`src/rtl/mt_pkg.sv`:
```
package mt_pkg;

  typedef enum logic [1:0] {
    E_IDLE   = 2'd0,
    E_WAIT   = 2'd1,
    E_FILLED = 2'd2
  } dent_e;

  // lowest set bit of a vector, 0 when empty
  function automatic int first_one(input logic [31:0] v);
    first_one = 0;
    for (int k = 31; k >= 0; k--) begin
      if (v[k]) first_one = k;
    end
  endfunction

endpackage

```
`src/rtl/mt_req_queue.sv`:
```
module mt_req_queue #(
  parameter int DEPTH = 10,
  parameter int IDX_W = 4,
  localparam int PTR_W = $clog2(DEPTH),
  localparam int CNT_W = $clog2(DEPTH + 1)
) (
  input  logic             clk,
  input  logic             rst_n,
  input  logic             push_a,
  input  logic [IDX_W-1:0] idx_a,
  input  logic             push_b,
  input  logic [IDX_W-1:0] idx_b,
  output logic             head_valid,
  output logic [IDX_W-1:0] head_idx
);

  logic [IDX_W-1:0] mem_q [DEPTH];
  logic [PTR_W-1:0] rd_q, wr_q;
  logic [CNT_W-1:0] cnt_q;
  logic             pop;

  function automatic logic [PTR_W-1:0] wrap(input logic [PTR_W-1:0] p, input int step);
    int t;
    t = int'(p) + step;
    if (t >= DEPTH) t = t - DEPTH;
    return PTR_W'(t);
  endfunction

  assign head_valid = (cnt_q != '0);
  assign head_idx   = mem_q[rd_q];
  assign pop        = head_valid;

  always_ff @(posedge clk) begin
    if (!rst_n) begin
      rd_q  <= '0;
      wr_q  <= '0;
      cnt_q <= '0;
      for (int i = 0; i < DEPTH; i++) mem_q[i] <= '0;
    end else begin
      if (push_a) mem_q[wr_q] <= idx_a;
      if (push_b) mem_q[wrap(wr_q, push_a ? 1 : 0)] <= idx_b;
      wr_q  <= wrap(wr_q, int'(push_a) + int'(push_b));
      if (pop) rd_q <= wrap(rd_q, 1);
      cnt_q <= cnt_q + CNT_W'(push_a) + CNT_W'(push_b) - CNT_W'(pop);
    end
  end

  AST_QUEUE_NO_OVERFLOW: assert property (@(posedge clk) disable iff (!rst_n)
    (int'(cnt_q) + int'(push_a) + int'(push_b) - int'(pop)) <= DEPTH);

  AST_HEAD_ADVANCES: assert property (@(posedge clk) disable iff (!rst_n)
    (head_valid && !push_a && !push_b) |=> (int'(cnt_q) == int'($past(cnt_q)) - 1));

endmodule

```
`src/rtl/mt_data_pool.sv`:
```
module mt_data_pool
  import mt_pkg::*;
#(
  parameter int ENTRIES = 6,
  parameter int SLOTS   = 4,
  parameter int BLK_W   = 27,
  parameter int OFF_W   = 5,
  parameter int TAG_W   = 6,
  localparam int IDX_W  = $clog2(ENTRIES),
  localparam int SLOT_W = $clog2(SLOTS),
  localparam int CNT_W  = $clog2(SLOTS + 1)
) (
  input  logic                            clk,
  input  logic                            rst_n,
  input  logic                            ld_valid,
  input  logic [BLK_W-1:0]                ld_blk,
  input  logic [OFF_W-1:0]                ld_off,
  input  logic [TAG_W-1:0]                ld_dst,
  input  logic                            fill_valid,
  input  logic [IDX_W-1:0]                fill_idx,
  output logic                            alloc_fire,
  output logic [IDX_W-1:0]                alloc_idx,
  output logic                            replay,
  output logic [ENTRIES-1:0][BLK_W-1:0]   blk_tab,
  output logic                            done_valid,
  output logic [TAG_W-1:0]                done_dst,
  output logic [OFF_W-1:0]                done_off
);

  dent_e            st_q  [ENTRIES];
  logic [BLK_W-1:0] blk_q [ENTRIES];
  logic [CNT_W-1:0] cnt_q [ENTRIES];
  logic [SLOT_W-1:0] ptr_q [ENTRIES];
  logic [TAG_W-1:0] dst_q [ENTRIES][SLOTS];
  logic [OFF_W-1:0] off_q [ENTRIES][SLOTS];

  logic [ENTRIES-1:0] free_v, hit_v, ready_v;
  logic [IDX_W-1:0]   hit_idx, drain_idx;
  logic               hit_any, hit_full, merge_fire, fill_hit, drain_last;

  always_comb begin
    for (int i = 0; i < ENTRIES; i++) begin
      free_v[i]  = (st_q[i] == E_IDLE);
      hit_v[i]   = (st_q[i] == E_WAIT) && (blk_q[i] == ld_blk);
      ready_v[i] = (st_q[i] == E_FILLED);
      blk_tab[i] = blk_q[i];
    end
  end

  assign hit_any    = |hit_v;
  assign hit_idx    = IDX_W'(first_one(32'(hit_v)));
  assign hit_full   = (cnt_q[hit_idx] == CNT_W'(SLOTS));
  assign merge_fire = ld_valid && hit_any && !hit_full;
  assign alloc_fire = ld_valid && !hit_any && (|free_v);
  assign alloc_idx  = IDX_W'(first_one(32'(free_v)));
  assign replay     = ld_valid && !merge_fire && !alloc_fire;

  assign fill_hit   = fill_valid && (st_q[fill_idx] == E_WAIT);

  assign done_valid = |ready_v;
  assign drain_idx  = IDX_W'(first_one(32'(ready_v)));
  assign done_dst   = dst_q[drain_idx][ptr_q[drain_idx]];
  assign done_off   = off_q[drain_idx][ptr_q[drain_idx]];
  assign drain_last = ((CNT_W'(ptr_q[drain_idx]) + CNT_W'(1)) == cnt_q[drain_idx]);

  always_ff @(posedge clk) begin
    if (!rst_n) begin
      for (int i = 0; i < ENTRIES; i++) begin
        st_q[i]  <= E_IDLE;
        blk_q[i] <= '0;
        cnt_q[i] <= '0;
        ptr_q[i] <= '0;
        for (int s = 0; s < SLOTS; s++) begin
          dst_q[i][s] <= '0;
          off_q[i][s] <= '0;
        end
      end
    end else begin
      for (int i = 0; i < ENTRIES; i++) begin
        if (alloc_fire && alloc_idx == IDX_W'(i)) begin
          st_q[i]     <= E_WAIT;
          blk_q[i]    <= ld_blk;
          cnt_q[i]    <= CNT_W'(1);
          ptr_q[i]    <= '0;
          dst_q[i][0] <= ld_dst;
          off_q[i][0] <= ld_off;
        end else if (fill_hit && fill_idx == IDX_W'(i)) begin
          st_q[i] <= E_FILLED;
        end else if (done_valid && drain_idx == IDX_W'(i)) begin
          if (drain_last) begin
            st_q[i]  <= E_IDLE;
            cnt_q[i] <= '0;
            ptr_q[i] <= '0;
          end else begin
            ptr_q[i] <= ptr_q[i] + SLOT_W'(1);
          end
        end
        if (merge_fire && hit_idx == IDX_W'(i)) begin
          dst_q[i][SLOT_W'(cnt_q[i])] <= ld_dst;
          off_q[i][SLOT_W'(cnt_q[i])] <= ld_off;
          cnt_q[i] <= cnt_q[i] + CNT_W'(1);
        end
      end
    end
  end

  AST_REPLAY_NEEDS_LOAD: assert property (@(posedge clk) disable iff (!rst_n)
    replay |-> ld_valid);

  AST_ONE_LOAD_ACTION: assert property (@(posedge clk) disable iff (!rst_n)
    ld_valid |-> $onehot({merge_fire, alloc_fire, replay}));

  for (genvar g = 0; g < ENTRIES; g++) begin : g_chk
    AST_READY_FROM_FILL: assert property (@(posedge clk) disable iff (!rst_n)
      $rose(st_q[g] == E_FILLED) |-> $past(fill_hit && fill_idx == IDX_W'(g)));
    AST_SLOTS_BOUNDED: assert property (@(posedge clk) disable iff (!rst_n)
      cnt_q[g] <= CNT_W'(SLOTS));
  end

endmodule

```
`src/rtl/mt_inst_pool.sv`:
```
module mt_inst_pool
  import mt_pkg::*;
#(
  parameter int ENTRIES = 4,
  parameter int BLK_W   = 27,
  localparam int IDX_W  = $clog2(ENTRIES)
) (
  input  logic                          clk,
  input  logic                          rst_n,
  input  logic                          if_valid,
  input  logic [BLK_W-1:0]              if_blk,
  input  logic                          fill_valid,
  input  logic [IDX_W-1:0]              fill_idx,
  output logic                          alloc_fire,
  output logic [IDX_W-1:0]              alloc_idx,
  output logic                          stall,
  output logic [ENTRIES-1:0][BLK_W-1:0] blk_tab,
  output logic                          done_valid,
  output logic [BLK_W-1:0]              done_blk
);

  logic [ENTRIES-1:0] busy_q;
  logic [BLK_W-1:0]   blk_q [ENTRIES];
  logic               fill_hit;

  always_comb begin
    for (int i = 0; i < ENTRIES; i++) blk_tab[i] = blk_q[i];
  end

  assign alloc_fire = if_valid && !(&busy_q);
  assign stall      = if_valid && (&busy_q);
  assign alloc_idx  = IDX_W'(first_one(32'(~busy_q)));
  assign fill_hit   = fill_valid && busy_q[fill_idx];
  assign done_valid = fill_hit;
  assign done_blk   = blk_q[fill_idx];

  always_ff @(posedge clk) begin
    if (!rst_n) begin
      busy_q <= '0;
      for (int i = 0; i < ENTRIES; i++) blk_q[i] <= '0;
    end else begin
      for (int i = 0; i < ENTRIES; i++) begin
        if (alloc_fire && alloc_idx == IDX_W'(i)) begin
          busy_q[i] <= 1'b1;
          blk_q[i]  <= if_blk;
        end else if (fill_hit && fill_idx == IDX_W'(i)) begin
          busy_q[i] <= 1'b0;
        end
      end
    end
  end

  for (genvar g = 0; g < ENTRIES; g++) begin : g_chk
    AST_INST_FREED: assert property (@(posedge clk) disable iff (!rst_n)
      (fill_hit && fill_idx == IDX_W'(g)) |=> !busy_q[g]);
  end

endmodule

```
`src/rtl/miss_tracker.sv`:
```
module miss_tracker #(
  parameter int ADDR_W    = 32,
  parameter int BLK_BYTES = 32,
  parameter int DATA_N    = 6,
  parameter int INST_N    = 4,
  parameter int MERGE_N   = 4,
  parameter int TAG_W     = 6,
  localparam int OFF_W    = $clog2(BLK_BYTES),
  localparam int BLK_W    = ADDR_W - OFF_W,
  localparam int TOT_N    = DATA_N + INST_N,
  localparam int GIDX_W   = $clog2(TOT_N)
) (
  input  logic              clk,
  input  logic              rst_n,
  input  logic              ld_miss_valid,
  input  logic [ADDR_W-1:0] ld_miss_addr,
  input  logic [TAG_W-1:0]  ld_miss_dst,
  output logic              ld_replay,
  input  logic              if_miss_valid,
  input  logic [ADDR_W-1:0] if_miss_addr,
  output logic              if_stall,
  output logic              req_valid,
  output logic [GIDX_W-1:0] req_idx,
  output logic [BLK_W-1:0]  req_blk,
  input  logic              fill_valid,
  input  logic [GIDX_W-1:0] fill_idx,
  output logic              ld_done_valid,
  output logic [TAG_W-1:0]  ld_done_dst,
  output logic [OFF_W-1:0]  ld_done_off,
  output logic              if_done_valid,
  output logic [BLK_W-1:0]  if_done_blk
);

  localparam int DIDX_W = $clog2(DATA_N);
  localparam int IIDX_W = $clog2(INST_N);

  function automatic logic names_data(input logic [GIDX_W-1:0] g);
    return int'(g) < DATA_N;
  endfunction

  function automatic logic names_inst(input logic [GIDX_W-1:0] g);
    return (int'(g) >= DATA_N) && (int'(g) < TOT_N);
  endfunction

  function automatic logic [IIDX_W-1:0] inst_slot(input logic [GIDX_W-1:0] g);
    return IIDX_W'(int'(g) - DATA_N);
  endfunction

  logic                           d_fill_valid, i_fill_valid;
  logic                           d_alloc, i_alloc;
  logic [DIDX_W-1:0]              d_alloc_idx;
  logic [IIDX_W-1:0]              i_alloc_idx;
  logic [DATA_N-1:0][BLK_W-1:0]   d_blk_tab;
  logic [INST_N-1:0][BLK_W-1:0]   i_blk_tab;
  logic [GIDX_W-1:0]              push_idx_d, push_idx_i;

  assign d_fill_valid = fill_valid && names_data(fill_idx);
  assign i_fill_valid = fill_valid && names_inst(fill_idx);

  mt_data_pool #(
    .ENTRIES(DATA_N), .SLOTS(MERGE_N), .BLK_W(BLK_W), .OFF_W(OFF_W), .TAG_W(TAG_W)
  ) u_data (
    .clk        (clk),
    .rst_n      (rst_n),
    .ld_valid   (ld_miss_valid),
    .ld_blk     (ld_miss_addr[ADDR_W-1:OFF_W]),
    .ld_off     (ld_miss_addr[OFF_W-1:0]),
    .ld_dst     (ld_miss_dst),
    .fill_valid (d_fill_valid),
    .fill_idx   (DIDX_W'(fill_idx)),
    .alloc_fire (d_alloc),
    .alloc_idx  (d_alloc_idx),
    .replay     (ld_replay),
    .blk_tab    (d_blk_tab),
    .done_valid (ld_done_valid),
    .done_dst   (ld_done_dst),
    .done_off   (ld_done_off)
  );

  mt_inst_pool #(
    .ENTRIES(INST_N), .BLK_W(BLK_W)
  ) u_inst (
    .clk        (clk),
    .rst_n      (rst_n),
    .if_valid   (if_miss_valid),
    .if_blk     (if_miss_addr[ADDR_W-1:OFF_W]),
    .fill_valid (i_fill_valid),
    .fill_idx   (inst_slot(fill_idx)),
    .alloc_fire (i_alloc),
    .alloc_idx  (i_alloc_idx),
    .stall      (if_stall),
    .blk_tab    (i_blk_tab),
    .done_valid (if_done_valid),
    .done_blk   (if_done_blk)
  );

  assign push_idx_d = GIDX_W'(d_alloc_idx);
  assign push_idx_i = GIDX_W'(int'(i_alloc_idx) + DATA_N);

  mt_req_queue #(
    .DEPTH(TOT_N), .IDX_W(GIDX_W)
  ) u_queue (
    .clk        (clk),
    .rst_n      (rst_n),
    .push_a     (d_alloc),
    .idx_a      (push_idx_d),
    .push_b     (i_alloc),
    .idx_b      (push_idx_i),
    .head_valid (req_valid),
    .head_idx   (req_idx)
  );

  assign req_blk = names_data(req_idx) ? d_blk_tab[DIDX_W'(req_idx)]
                                       : i_blk_tab[inst_slot(req_idx)];

  AST_STALL_NEEDS_FETCH: assert property (@(posedge clk) disable iff (!rst_n)
    if_stall |-> if_miss_valid);

  AST_REQ_INDEX_RANGE: assert property (@(posedge clk) disable iff (!rst_n)
    req_valid |-> (int'(req_idx) < TOT_N));

  AST_NO_FILL_NO_IDONE: assert property (@(posedge clk) disable iff (!rst_n)
    if_done_valid |-> i_fill_valid);

endmodule

```
`config.mk`:
```
export PLATFORM = sky130hd
export DESIGN_NAME = miss_tracker
export DESIGN_NICKNAME = d
export VERILOG_FILES = /design/src/rtl/mt_pkg.sv /design/src/rtl/mt_req_queue.sv /design/src/rtl/mt_data_pool.sv /design/src/rtl/mt_inst_pool.sv /design/src/rtl/miss_tracker.sv
export SDC_FILE = /design/constraint.sdc
export NUM_CORES = 2
export LEC_CHECK = 0
export BUFFER_PORTS_ARGS = -buffer_cell sky130_fd_sc_hd__buf_2
export CORE_UTILIZATION = 34
export CTS_CLUSTER_SIZE = 20
export DETAILED_ROUTE_END_ITERATION = 12
export PLACE_DENSITY = 0.56
export SETUP_SLACK_MARGIN = 0.05
export SKIP_LAST_GASP = 1
export SYNTH_ARGS = -nofsm -noshare
export SYNTH_HDL_FRONTEND = slang
export SYNTH_HIERARCHICAL = 1
export SYNTH_SLANG_ARGS = --single-unit
export TNS_END_PERCENT = 30
```
`constraint.sdc`:
```
create_clock -name clk -period 9.8 [get_ports clk]
set_input_delay 0.98 -clock clk [delete_from_list [all_inputs] [get_ports clk]]
set_output_delay 0.98 -clock clk [all_outputs]
set_load 0.02 [all_outputs]
```
# Yosys cells after proc, flatten, opt, wreduce, memory -nomap -nowiden
# Memory sizes are Yosys's and may differ from the RTL's. A register that Yosys moved wholly into a read port is not among the register bits.
# Cells that the tools add are included.
# Widths: inputs -> output; s select.
[op_classes]
add_sub_neg = 26
reduce_logical = 85
n_lt_le_gt_ge = 23
n_eq_ne = 47
n_mux = 602
n_bitwise = 348
[op_table]
columns = ["cell", "count"]
rows = [
  ["$mux 1", 417],
  ["$mux 27", 13],
  ["$or 1x1->1", 340],
  ["$eq 27x27->1", 6],
  ["$mux 24", 6],
  ["$mux 2", 68],
  ["$mux 20", 6],
  ["$mux 3", 36],
  ["$mux 6", 14],
  ["$bmux 27 s3", 1],
  ["$demux 6 s2", 6],
  ["$mux 5", 14],
  ["$ge 32x5->1 const B", 2],
  ["$demux 5 s2", 6],
  ["$logic_and 1x1->1", 57],
  ["$bmux 27 s2", 1],
  ["$mux 4", 11],
  ["$not 4->32", 1],
  ["$eq 3x3->1 const B", 9],
  ["$eq 3x2->1 const B", 8],
  ["$ge 3x3->1 const B", 7],
  ["$not 2->3", 7],
  ["$eq 2x2->1 const B", 10],
  ["$add 3x1->3 const B", 6],
  ["32 further kinds", 79],
]
[totals]
regBits = 16
mem_bits_rw = 616
out_inout_bits = 74
word_cells = 1146
inputBits = 79
memories = 8
[memory_table]
columns = ["name", "depth", "word_bits", "read_ports", "rd_ports_with_merged_regs", "write_ports", "line_no", "source"]
rows = [
  ["u_data.blk_q", 6, 27, 6, 0, 6, "mt_data_pool.sv:31", "logic [BLK_W-1:0] blk_q [ENTRIES];"],
  ["u_data.dst_q", 6, 24, 1, 0, 6, "mt_data_pool.sv:34", "logic [TAG_W-1:0] dst_q [ENTRIES][SLOTS];"],
  ["u_data.off_q", 6, 20, 1, 0, 6, "mt_data_pool.sv:35", "logic [OFF_W-1:0] off_q [ENTRIES][SLOTS];"],
  ["u_inst.blk_q", 4, 27, 5, 0, 4, "mt_inst_pool.sv:23", "logic [BLK_W-1:0] blk_q [ENTRIES];"],
  ["u_queue.mem_q", 10, 4, 1, 1, 10, "mt_req_queue.sv:17", "logic [IDX_W-1:0] mem_q [DEPTH];"],
  ["u_data.cnt_q", 6, 3, 8, 0, 6, "mt_data_pool.sv:32", "logic [CNT_W-1:0] cnt_q [ENTRIES];"],
  ["+2 memories", "-", "-", "-", "-", "-", "-", ""],
]

# Longest topological paths before layout
[logic_depth]
word_depth = 39
ltp_mapped = 19
ltp_nobuf = 16

# Hierarchy
# Netlist, hierarchy kept.
[modules_own_cells]
columns = ["mod", "cells_each", "area_each_um2", "n_inst", "seq_area_each_um2"]
rows = [
  ["mt_data_pool", 2123, 24588.6, 1, 14053.5],
  ["mt_inst_pool", 334, 5067.4, 1, 3323.2],
  ["mt_req_queue", 405, 4857.2, 1, 2242.2],
  ["miss_tracker", 229, 2263.4, 1, 0.0],
]

# Worst setup path after synthesis
# OpenSTA, ideal clock, no wires.
[synth_path]
path_type = "in2reg"
from = "input port ld_miss_addr[26]"
to = "memory u_queue.mem_q[0][0] (data pin)"
setup_slack_ns = 4.284
path_stages = 19
setup_time_ns = 0.260
required_time_ns = 9.540
t_arrival_ns = 5.256
path_buffers = 3
path_cell_list = "buf_4 inv_1 a221oi_1 nand4b_1 or4_4 and4_1 clkbuf_1 o211a_1 ha_1 nand2b_1 and2_0 ha_1 nor2b_1 a2111oi_0 o21bai_1 a311oi_4 and4b_1 buf_2 mux2_2"
[synth_lines]
columns = ["item", "line_no", "source"]
rows = [
  ["start: declaration", "miss_tracker.sv:16", "input logic [ADDR_W-1:0] ld_miss_addr,"],
  ["end: declaration", "mt_req_queue.sv:17", ""],
]

# Final worst setup path
[layout_path]
from = "input port ld_miss_addr[11]"
to = "output port ld_replay"
[layout_via]
elab_chain_len = 15
elab_cells_between_ends = 31
cone_classes = "eq/ne (7); mux (6); reduce/logical (17); memory (1)"
[layout_lines]
columns = ["item", "line_no", "source"]
rows = [
  ["$eq 27x27->1", "mt_data_pool.sv:44", "hit_v[i] = (st_q[i] == E_WAIT) && (blk_q[i] == ld_blk);"],
  ["$logic_and 1x1->1", "mt_data_pool.sv:44", ""],
  ["$mux 3 (6 in series)", "mt_pkg.sv:13", "if (v[k]) first_one = k;"],
  ["$mem_v2 6x3", "-", ""],
  ["$eq 3x3->1", "mt_data_pool.sv:52", "assign hit_full = (cnt_q[hit_idx] == CNT_W'(SLOTS));"],
  ["$logic_not 1->1", "mt_data_pool.sv:53", "assign merge_fire = ld_valid && hit_any && !hit_full;"],
  ["$logic_and 1x1->1", "mt_data_pool.sv:53", ""],
  ["$logic_not 1->1", "mt_data_pool.sv:56", "assign replay = ld_valid && !merge_fire && !alloc_fire;"],
  ["$logic_and 1x1->1", "mt_data_pool.sv:56", ""],
  ["$logic_and 1x1->1 (*)", "mt_data_pool.sv:56", ""],
  ["end: declaration", "miss_tracker.sv:18", "output logic ld_replay,"],
]
# Every way passes the cells marked *; elsewhere a longest branch is shown, timed or not.

==> run metrics <==
status=completed; Max IR drop VDD=233 uV; number of port buffers=147; gr ovfl total=0; Setup Skew=0.0481 ns; total negative slack=0 ns; WHS=0.539 ns; number of CTS-inserted buffers=76; Clk pwr share=0.301; initial antenna violation count=16; nets@finish=3239; Yosys cell types=92; Iter 0 DRT Violations=2498; Net Sw Frac=0.366; DRC viols=0; Leak=15.6 nW; vias=25200; antenna-violating nets left=0; CTS max path bufs=3; 1st-pass router iterations=5; first-pass GRT wire length=165 mm; clock sink total=660; vias in the first global route=24400; fin crit share=0.674; Crit Path Category=in2out; Setup violations, final=0; Initial Util=0.343; Comb power frac=0.346; Final min period=6.61 ns; met1 usage in global routing=0.281; clk root buf=clkbuf_16; most used cell, CP=buf_2; Slew Limit Fails=0; crit path buf inv count=2; ys async rst share=0; Final Routed Wirelength=112 mm; RD Place Congestion=0.848; CP Data Arrival Time=5.63 ns; sequential power share=0.352; Cell Area, Synth=36800 um^2; cell depth of the worst hold path=2; area grow syn2layout=11.9%; flops & latches, synth=660; CP max stage delay=0.68 ns; crit path launch type=primary input; worst skew pair latency=0.65 ns; gr busiest metal=met2; RSZ-0062 raised after global routing=no; die height=331 um; Final HPWL DP=72.9 mm; Critical Path Slowest Stage Cell=a21o_2; sequential area share after synthesis=0.533; switching power=3.61 mW; CP endpoint kind=output pin; largest net degree at the start of global routing=69; endpoints failing hold=0; Yosys Warn Count=6; CP Cell Sequence=buf_2 -> xor2_1 -> nor4_1 -> nand3_1 -> o22a_1 -> nand2_2 -> mux2i_1 -> or2_1 -> a21o_2 -> o211a_1 -> buf_2; CTS Hold Buffers Added=0; Reg2Reg Depth=16; Hold Crit Class=reg2reg; f_max=151 MHz; Post-Syn Instances=3091; Top Family by Delay on Critical Path=simple AND/OR/NAND/NOR gates; Cell Rows=120; Least-Margin Pin Slew=1.23 ns; Via density=5.49; EDFF count, synth=640; max_cap viols=0; die area=109000 um^2; crit path max fanout=25; H-tree levels=3; core area=107000 um^2; Crit path depth=11; Resized Gates After CTS=0; worst slew margin relative to its limit=0.175; CTS tree=done; clk slew on worst S/H paths=0.06 ns; Cell Int Power=6.25 mW; # Post-CTS Setup Buffers=0; M3 GR Usage=0.0308; routed wire length per instance=24.4 um; I/O Pins=153; GRT met2 Usage=0.320; Main synth FF type=edfxtp_1; GRT Total Usage=0.203; Die Wd=331 um; share of cells above drive strength 1=0.181; pwr/cell area=240 nW/um^2; Post-Syn Area per Cell=11.9 um^2; Req. time, crit path=8.82 ns
sequential cells by signal (all words and copies together) (netlist names), named ones only:
signal	cells
u_inst/blk_q	108
u_queue/wr_q	4
u_inst/busy_q	4
u_data/dst_q	144
u_queue/mem_q	64
u_queue/cnt_q	4
u_data/ptr_q	12
u_data/cnt_q	18
u_data/st_q	12
u_data/off_q	120
u_queue/rd_q	4
u_data/blk_q	162
layout make-up:
class,count,area [um^2]
fillers,10400,66100
flip-flops and latches,660,19600
diodes,11,27.5
multi-input cells,2092,15700
repair buffers,206,1180
clock inverters,51,601
well taps,1403,1760
inverters,84,315
clock buffers,90,2000
layer usage:
metal / vias to the layer above / share of wire
met5: - / 0.00041
met4: 8 / 0.036
met3: 201 / 0.062
met2: 921 / 0.47
met1: 12700 / 0.44
li1: 11400 / -
path summary, 6_finish.rpt:
path	end	start	slack [ns]
setup / recovery	ld_replay	ld_miss_addr[11]	3.19
hold / removal	u_inst/busy_q[3]	u_inst/busy_q[3]	0.54
setup reg to reg	u_queue/mem_q[9][0]	u_data/blk_q[1][15]	3.76
hold reg to reg	u_inst/busy_q[3]	u_inst/busy_q[3]	0.54
power groups by stage:
stage	Clock [mW]	Sequential (mW)	Combinational, mW
after CTS	3.03	3.47	3.41
after floorplan	0	3.48	2.29
after detailed placement	0	3.53	3.40
final	2.97	3.48	3.41
after global placement	0	3.53	3.39
after global routing	3.14	3.50	3.61
through the flow:
stage          power [mW]  cell area [um^2]  std cells  setup WS [ns]   util
5_1_grt              10.2             41100       4595           3.09  0.384
4_1_cts              9.92             41100       4586           3.33  0.384
2_1_floorplan        5.77             36800       3092           4.28      -
3_3_place_gp         6.92             38500       4445           3.00  0.359
3_5_place_dp         6.94             38500       4445           2.96  0.359
6_report             9.86             41100       4597           3.19  0.384
kinds of logic (layout without fill, tap and decap cells):
group	Yosys count	count (layout)	share of synthesized area
AND/OR/NAND/NOR	1244	1244	0.185
flip-flops	660	660	0.533
buffers and inverters	340	431	0.0447
AO/OA/AOI/OAI	334	334	0.0644
multiplexers	283	283	0.113
XOR/XNOR	189	189	0.0450
adder cells (fa/ha/maj)	40	40	0.0142
other	1	13	0.000102
cell usage in the layout, fill, tap and decap left out, drive strengths merged, types with 24 or more instances in the layout:
cell	Yosys	final
nor4	79	79
edfxtp	640	640
o22ai	34	34
mux4	97	97
buf	108	206
nand3	34	34
nor2	180	180
nand2	282	282
nand4	40	40
xor2	111	111
inv	83	84
ha	37	37
and2	222	222
nor3	72	72
nand2b	24	24
nor2b	44	44
and3	215	215
clkbuf	148	90
mux2i	108	108
o22a	29	29
o21ai	88	88
a21boi	25	25
clkinv	1	36
a21oi	38	38
xnor2	78	78
mux2	78	78
worst register-to-register path, stage by stage, from the launching register on:
cell	delay, ns
edfxtp_1	0.40
xor2_1	0.19
nor4_1	0.52
nand3_1	0.42
o22a_1	0.32
and4_1	0.26
o211a_1	0.37
ha_1	0.39
nand2b_1	0.21
and2_0	0.28
ha_1	0.25
nor2b_1	0.34
a2111oi_0	0.12
o21bai_1	0.21
a311oi_4	0.59
nand3_1	0.38
o21ai_0	0.40
synthesized netlist by cell type (all sizes together), types with 79 or more instances:
master,number,area [um^2]
and2,222,1390
and3,215,1350
buf,108,767
clkbuf,148,563
edfxtp,640,19200
inv,83,312
mux2i,108,1080
mux4,97,2190
nand2,282,1060
nor2,180,676
nor4,79,707
o21ai,88,440
xor2,111,972
Power figures use the tool's default switching activity.
